$ cat src/rtl/usdt_pkg.sv
package usdt_pkg;

    typedef enum logic [2:0] {
        S_IDLE,
        S_DIVIDE,
        S_LATCH,
        S_COUNT,
        S_EXPIRED
    } tmr_state_e;

endpackage

$ cat src/rtl/usdt_divider.sv
// Restoring divider: one quotient bit per clock, constant divisor.
module usdt_divider #(
    parameter int N       = 45,
    parameter int DIVISOR = 1000000
) (
    input  logic         clk,
    input  logic         rst_n,
    input  logic         start_i,
    input  logic [N-1:0] dividend_i,
    output logic         done_o,
    output logic [N-1:0] quot_o
);
    localparam int R_W = $clog2(DIVISOR) + 1;
    localparam int C_W = $clog2(N + 1);

    logic [R_W-1:0] rem_q;
    logic [N-1:0]   dvd_q;
    logic [C_W-1:0] cnt_q;
    logic           done_q;

    logic [R_W:0]   trial;
    logic           ge;
    logic [R_W-1:0] diff;

    // Shift the next dividend bit into the partial remainder.
    assign trial = {rem_q, dvd_q[N-1]};
    assign ge    = (trial >= (R_W+1)'(DIVISOR));
    // When ge holds, the true difference is below DIVISOR, so the low R_W bits are exact.
    assign diff  = trial[R_W-1:0] - R_W'(DIVISOR);

    always_ff @(posedge clk or negedge rst_n) begin
        if (!rst_n) begin
            rem_q  <= '0;
            dvd_q  <= '0;
            cnt_q  <= '0;
            done_q <= 1'b0;
        end else if (start_i) begin
            rem_q  <= '0;
            dvd_q  <= dividend_i;
            cnt_q  <= C_W'(N);
            done_q <= 1'b0;
        end else if (cnt_q != '0) begin
            rem_q  <= ge ? diff : trial[R_W-1:0];
            dvd_q  <= {dvd_q[N-2:0], ge};
            cnt_q  <= cnt_q - C_W'(1);
            done_q <= (cnt_q == C_W'(1));
        end else begin
            done_q <= 1'b0;
        end
    end

    assign done_o = done_q;
    assign quot_o = dvd_q;
endmodule

$ cat src/rtl/usdt_saturate.sv
// Clamps a wide unsigned value into OUT_W bits.
module usdt_saturate #(
    parameter int IN_W  = 45,
    parameter int OUT_W = 16
) (
    input  logic [IN_W-1:0]  in_i,
    output logic [OUT_W-1:0] out_o
);
    generate
        if (IN_W > OUT_W) begin : g_clamp
            assign out_o = (|in_i[IN_W-1:OUT_W]) ? {OUT_W{1'b1}} : in_i[OUT_W-1:0];
        end else begin : g_pass
            assign out_o = OUT_W'(in_i);
        end
    endgenerate
endmodule

$ cat src/rtl/usdt_downcounter.sv
// Loadable down counter that stops at zero; it flags a tick that finds it empty.
module usdt_downcounter #(
    parameter int W = 16
) (
    input  logic         clk,
    input  logic         rst_n,
    input  logic         load_i,
    input  logic [W-1:0] val_i,
    input  logic         tick_i,
    output logic [W-1:0] count_o,
    output logic         empty_tick_o
);
    logic [W-1:0] count_q;

    always_ff @(posedge clk or negedge rst_n) begin
        if (!rst_n) begin
            count_q <= '0;
        end else if (load_i) begin
            count_q <= val_i;
        end else if (tick_i && (count_q != '0)) begin
            count_q <= count_q - W'(1);
        end
    end

    assign count_o      = count_q;
    assign empty_tick_o = tick_i && !load_i && (count_q == '0);
endmodule

$ cat src/rtl/usdelay_timer.sv
module usdelay_timer #(
    parameter int US_W     = 24,
    parameter int CNT_W    = 16,
    parameter int CLK_HZ   = 1193182,
    parameter int US_PER_S = 1000000,
    parameter int DONE_BIT = 5
) (
    input  logic             clk,
    input  logic             rst_n,
    input  logic             load_i,
    input  logic [US_W-1:0]  usec_i,
    input  logic             tick_i,
    output logic [7:0]       status_o,
    output logic [CNT_W-1:0] count_o
);
    import usdt_pkg::*;

    localparam int FACT_W = $clog2(CLK_HZ + 1);
    localparam int PROD_W = US_W + FACT_W;

    tmr_state_e        state_q, state_d;
    logic [PROD_W-1:0] product;
    logic [PROD_W-1:0] div_quot;
    logic              div_done;
    logic [CNT_W-1:0]  sat_val;
    logic              tick_gate;
    logic              expire;
    logic              done_q;

    // Multiply first so no fraction is lost before the divide.
    assign product = PROD_W'(usec_i) * PROD_W'(CLK_HZ);

    usdt_divider #(.N(PROD_W), .DIVISOR(US_PER_S)) u_div (
        .clk        (clk),
        .rst_n      (rst_n),
        .start_i    (load_i),
        .dividend_i (product),
        .done_o     (div_done),
        .quot_o     (div_quot)
    );

    usdt_saturate #(.IN_W(PROD_W), .OUT_W(CNT_W)) u_sat (
        .in_i  (div_quot),
        .out_o (sat_val)
    );

    // Ticks are counted only while counting, and never in the cycle of a load.
    assign tick_gate = tick_i && !load_i && (state_q == S_COUNT);

    usdt_downcounter #(.W(CNT_W)) u_cnt (
        .clk          (clk),
        .rst_n        (rst_n),
        .load_i       (state_q == S_LATCH),
        .val_i        (sat_val),
        .tick_i       (tick_gate),
        .count_o      (count_o),
        .empty_tick_o (expire)
    );

    // State register
    always_ff @(posedge clk or negedge rst_n) begin
        if (!rst_n) state_q <= S_IDLE;
        else        state_q <= state_d;
    end

    // Next-state logic
    always_comb begin
        state_d = state_q;
        if (load_i) begin
            state_d = S_DIVIDE;
        end else begin
            unique case (state_q)
                S_IDLE:    state_d = S_IDLE;
                S_DIVIDE:  if (div_done) state_d = S_LATCH;
                S_LATCH:   state_d = S_COUNT;
                S_COUNT:   if (expire) state_d = S_EXPIRED;
                S_EXPIRED: state_d = S_EXPIRED;
                default:   state_d = S_IDLE;
            endcase
        end
    end

    // Output register: sticky done flag
    always_ff @(posedge clk or negedge rst_n) begin
        if (!rst_n)      done_q <= 1'b0;
        else if (load_i) done_q <= 1'b0;
        else if (expire) done_q <= 1'b1;
    end

    generate
        for (genvar b = 0; b < 8; b++) begin : g_status
            if (b == DONE_BIT) begin : g_done
                assign status_o[b] = done_q;
            end else begin : g_zero
                assign status_o[b] = 1'b0;
            end
        end
    endgenerate
endmodule

$ cat config.mk
export PLATFORM = sky130hd
export DESIGN_NAME = usdelay_timer
export DESIGN_NICKNAME = d
export VERILOG_FILES = /design/src/rtl/usdt_pkg.sv /design/src/rtl/usdt_divider.sv /design/src/rtl/usdt_saturate.sv /design/src/rtl/usdt_downcounter.sv /design/src/rtl/usdelay_timer.sv
export SDC_FILE = /design/constraint.sdc
export NUM_CORES = 1
export LEC_CHECK = 0
export BUFFER_PORTS_ARGS = -buffer_cell sky130_fd_sc_hd__buf_2
export CORE_MARGIN = 2
export CORE_UTILIZATION = 50
export DETAILED_ROUTE_END_ITERATION = 8
export PLACE_DENSITY = 0.67
export REMOVE_ABC_BUFFERS = 1
export SYNTH_ARGS = -nofsm -noshare
export SYNTH_HDL_FRONTEND = slang
export SYNTH_SLANG_ARGS = --single-unit
$ cat constraint.sdc
create_clock -name clk -period 4.3 [get_ports clk]
set_clock_uncertainty 0.1 [all_clocks]
set_input_delay 0.645 -clock clk [delete_from_list [all_inputs] [get_ports clk]]
set_output_delay 0.645 -clock clk [all_outputs]
set_load 0.02 [all_outputs]
==> results.md <==
- The run finished, with violations left.
- The checks that failed: setup timing.
- Data on the critical path arrives at its endpoint at 6.15 ns.
- Dividing the detail-routed via count by the number of cells gives about 5.5.
- The library cell used as clock root buffer is clkbuf_16.
- After floorplanning, the core was divided into between 60 and 70 placement rows.
- The antenna diode instance count is 0.
- Measured in cells, the most critical reg-to-reg path has a length of 7.
- The dominant synthesized flop cell is dfrtp_1.
- In this run, the number of DRC markers left after iteration 0 of detailed routing was roughly 760.
- The type of element launching the critical path is an input pin.
- Once detailed placement completed, the half-perimeter wirelength came to between 20000 and 30000 um.
- The top achievable clock speed is between 150 and 200 MHz.
- The share of the synthesized area in the top cell type is 23.3%.
- Across all register-to-register paths, the minimum setup slack is 1.24 ns.
- The floorplan step set the die height to 172 um.
- Once routing completed, OpenROAD measured the worst setup slack at -1.72 ns.
- TritonCTS built the clock tree.
- The critical path endpoint category is a flop.
- The final number of hold-violating endpoints was 0.
- In this run the worst path has a maximum fanout of 4.
- The DRC violation count after routing is 0.
- The post-route netlist has between 30% and 40% of its cells at a drive strength greater than 1.
- In this run the critical register-to-register path is launched from state_q[1]$_DFFE_PN0P_.
- Clock-pin slew was measured on the worst setup and hold paths at ~0.06 ns.
- The clock reaches the later pin of the worst-skew pair after 0.34 ns.
- The cell area after placement is roughly 17000 um^2.
- In this run the remaining antenna-violating nets after routing total 0.
- The number of enable flip-flop cells after synthesis is 0.
- The proportion of register bits with asynchronous set or reset after synthesis is 100%.
- In this run the tool buffered the top-level ports with 44 buffer cells.
- The number of clock buffers added by TritonCTS is 9.
- Yosys printed 0 warnings.
- The flip-flop and latch count after synthesis is 93.
- By area the synthesized netlist is led by fa_1 (23%), ha_1 (21%), dfrtp_1 (16%).
- The signal on the critical path passes through buf_6 > ha_4 > xor2_1 > xnor2_1 > fa_1 > inv_2 > fa_1 > inv_2 > fa_1 > inv_2 > fa_1 > inv_2 > fa_1 > inv_2 > ha_4 > a21o_1 > a21o_1 > a221o_1 > a2111o_1 > a31oi_4 > nand4b_1 > nand3_1 > a31o_1.
- The hold buffer count at cts is 0.
- The endpoint identified for the worst register-to-register timing path is u_cnt.count_o[10]$_DFFE_PN0P_.
- The pin count of the biggest net entering global routing is 69.
- Averaged over all synthesized cells, the footprint is 9.35 um^2.
- The via count of the first global-routing pass was around 13000.
- The max-cap check violation count is 0.
- The critical path contains buffers and inverters numbering 6 combined.
- The effective utilization at floorplan is about half.
- The wire length of the first global-routing pass is roughly 63000 um.
- The first-pass detailed-route iteration total is 5.
- The floorplan step defined a die boundary enclosing 29700 um^2.
- The synthesized design spends more area on one cell type than any other, namely fa_1.
- The via count of the routed design is roughly 12000.
- The maximum cell stage delay along the critical path is approximately 0.54 ns.
- The per-cell routed wire length is between 15 and 20 um.
- For this design, the slowest cell found on the critical path is fa_1.
- The total track usage is a little over a quarter.
- The initial antenna violation count was 0.
- The relative slew slack is 22.3%.
- The net count of the finished layout is 2260.
- The maximum level of the CTS H-tree is 3.
- The maximum root-to-sink buffer count is 2.
- Summed over all layers, the global routing overflow is 0.
- The critical path in this run is classified as input pin to flop.
- The synthesis-to-finish area growth is 36.0%.
- The final number of max-transition violations is 0.
- The detailed-route wire length is 41200 um.
- The kind of cell with the highest combined delay along the critical path is adder cells.
- The worst-margin pin slew is about 1.2 ns.
- Routability-driven placement finished with a final weighted congestion of approximately 0.93.
- After synthesis, the netlist uses 69 different library cells.
- The number of cells on the critical path is 23.
- The number of sinks driven by the clock tree is 93.
- The number of setup violations in the final report is 37.
- The worst path uses 140% of the clock period.
- In this run the worst hold path is classified as input pin to async pin.
- The core outline area is approximately 28000 um^2.
- The final period demand of the worst path is approximately 6.0 ns.
- Synthesis produced a netlist whose cell count is between 1500 and 2000.
- The tightest hold path in the finished design has a slack of 0.321 ns.
- The cell area after synthesis is approximately 14000 um^2.
- The most critical setup path has its startpoint at usec_i[5].
- After synthesis, flip-flops and latches occupy ~16% of the total area.
- The top-level I/O count is 52.
- The critical path required time is 4.43 ns.
- Counting the fill cells in the layout gives around 1900.
- From left edge to right edge, the die measures 172 um.
- The capturing element of the worst setup path is u_div.quot_o[42]$_DFFE_PN0P_.
- Setup total negative slack on the finished layout was measured at -51.65 ns.
- Setup repair after global routing could not meet its margin everywhere.
- The area of all placed cells without fillers is roughly 19000 um^2.
## synthesized netlist by cell type, types with 14 or more instances
library cell / number
a211oi_1: 21
a21o_1: 39
a21oi_1: 84
and2_1: 14
and3_1: 14
clkbuf_1: 43
dfrtp_1: 93
fa_1: 165
ha_1: 234
inv_1: 236
mux2i_1: 26
nand2_1: 141
nand4_1: 20
nor2_1: 69
nor3_1: 14
nor4_1: 14
o21ai_0: 48
xnor2_1: 51
xor2_1: 37
## repair_timing
action                                  4_1_cts  5_1_grt
pin swaps                                   188       46
resized for setup                           331       64
buffers inserted                             33       22
endpoints found under the setup margin       38       38
## kinds of logic after synthesis
kind of cell / after synthesis / synth area share [%]
compound gates: 279 / 13.0
mux: 26 / 1.84
simple gates: 333 / 11.1
fa+ha+maj: 399 / 44.0
xor+xnor: 88 / 5.44
other cells: 1 / 0.0265
buf+inv: 297 / 8.18
flops: 93 / 16.4
## routing by layer
layer / track usage, % / wire [um] / share of wire, % / vias up
li1: - / - / - / 5683
met1: 35.9 / 17500 / 43 / 5959
met2: 46.9 / 20000 / 48 / 401
met3: 3.46 / 2050 / 5.0 / 126
met4: 8.66 / 1680 / 4.1 / 0
met5: 0 / 0 / 0 / -
## sequential cells by signal, indices dropped and copies added, names as in the netlist
register and flops:
u_div.done_o 1, state_q 3, u_cnt.count_o 16, u_div.rem_q 21, done_q 1, u_div.quot_o 45, u_div.cnt_q 6
## worst register-to-register path: cells and delay by family, from the launching register on
kind | cells | cell delay (ns)
AND/OR/NAND/NOR | 5 | 2.19
AO/OA/AOI/OAI | 2 | 0.22
flip-flops | 1 | 0.44
## area by class of cell
cell class | instances | area, um^2 | area share, %
clock buffers | 10 | 229 | 1.19
flip-flops and latches | 93 | 2330 | 12.1
inverters | 236 | 886 | 4.60
clock inverters | 4 | 98.8 | 0.513
repair buffers | 361 | 2980 | 15.5
well taps | 378 | 473 | 2.45
multi-input cells | 1132 | 12300 | 63.7
## worst min-delay path by stage
| stage | slack (ns) | endpoint | cells after the start |
|---|---|---|---|
| 4_1_cts | 0.34 | u_div.rem_q[11]$_DFFE_PN0P_ | 1 |
| 3_3_place_gp | 0.40 | u_cnt.count_o[10]$_DFFE_PN0P_ | 2 |
| 5_1_grt | 0.38 | u_div.rem_q[6]$_DFFE_PN0P_ | 1 |
| 3_5_place_dp | 0.41 | done_q$_DFFE_PN0P_ | 2 |
| 6_report | 0.32 | u_div.rem_q[11]$_DFFE_PN0P_ | 1 |
| 2_1_floorplan | 0.25 | done_q$_DFFE_PN0P_ | 0 |
## cell usage in the layout, fill, tap and decap left out, types with 7 or more instances in the layout
master	Yosys	final
a21o_1	39	38
ha_1	234	168
buf_4	9	269
inv_2	0	34
nor2_1	69	65
xor2_1	37	24
o21bai_1	11	7
dfrtp_1	93	93
clkbuf_16	0	9
buf_2	3	22
xnor2_2	0	14
mux2i_1	26	26
o21ai_1	7	26
nand3_1	10	9
ha_4	0	60
nor4_1	14	14
a21oi_2	0	16
xnor2_1	51	35
a21oi_1	84	65
conb_1	1	7
o21ai_0	48	22
fa_1	165	159
and2_1	14	7
nor3_1	14	11
xor2_2	0	9
and3_1	14	13
nand2_1	141	137
a211oi_1	21	18
inv_1	236	202
nand4_1	20	20
buf_6	1	59
## metrics by stage
step	utilization, %	cells	setup WS (ns)
2_1_floorplan	-	1461	-2.06
3_3_place_gp	59.7	2151	-2.25
3_5_place_dp	59.7	2151	-2.31
4_1_cts	67.6	2197	-1.60
5_1_grt	69.2	2214	-1.86
6_report	69.2	2214	-1.72
Power is not shown: default switching activity piles up to over one toggle a cycle in this logic, so the estimate is an artifact.
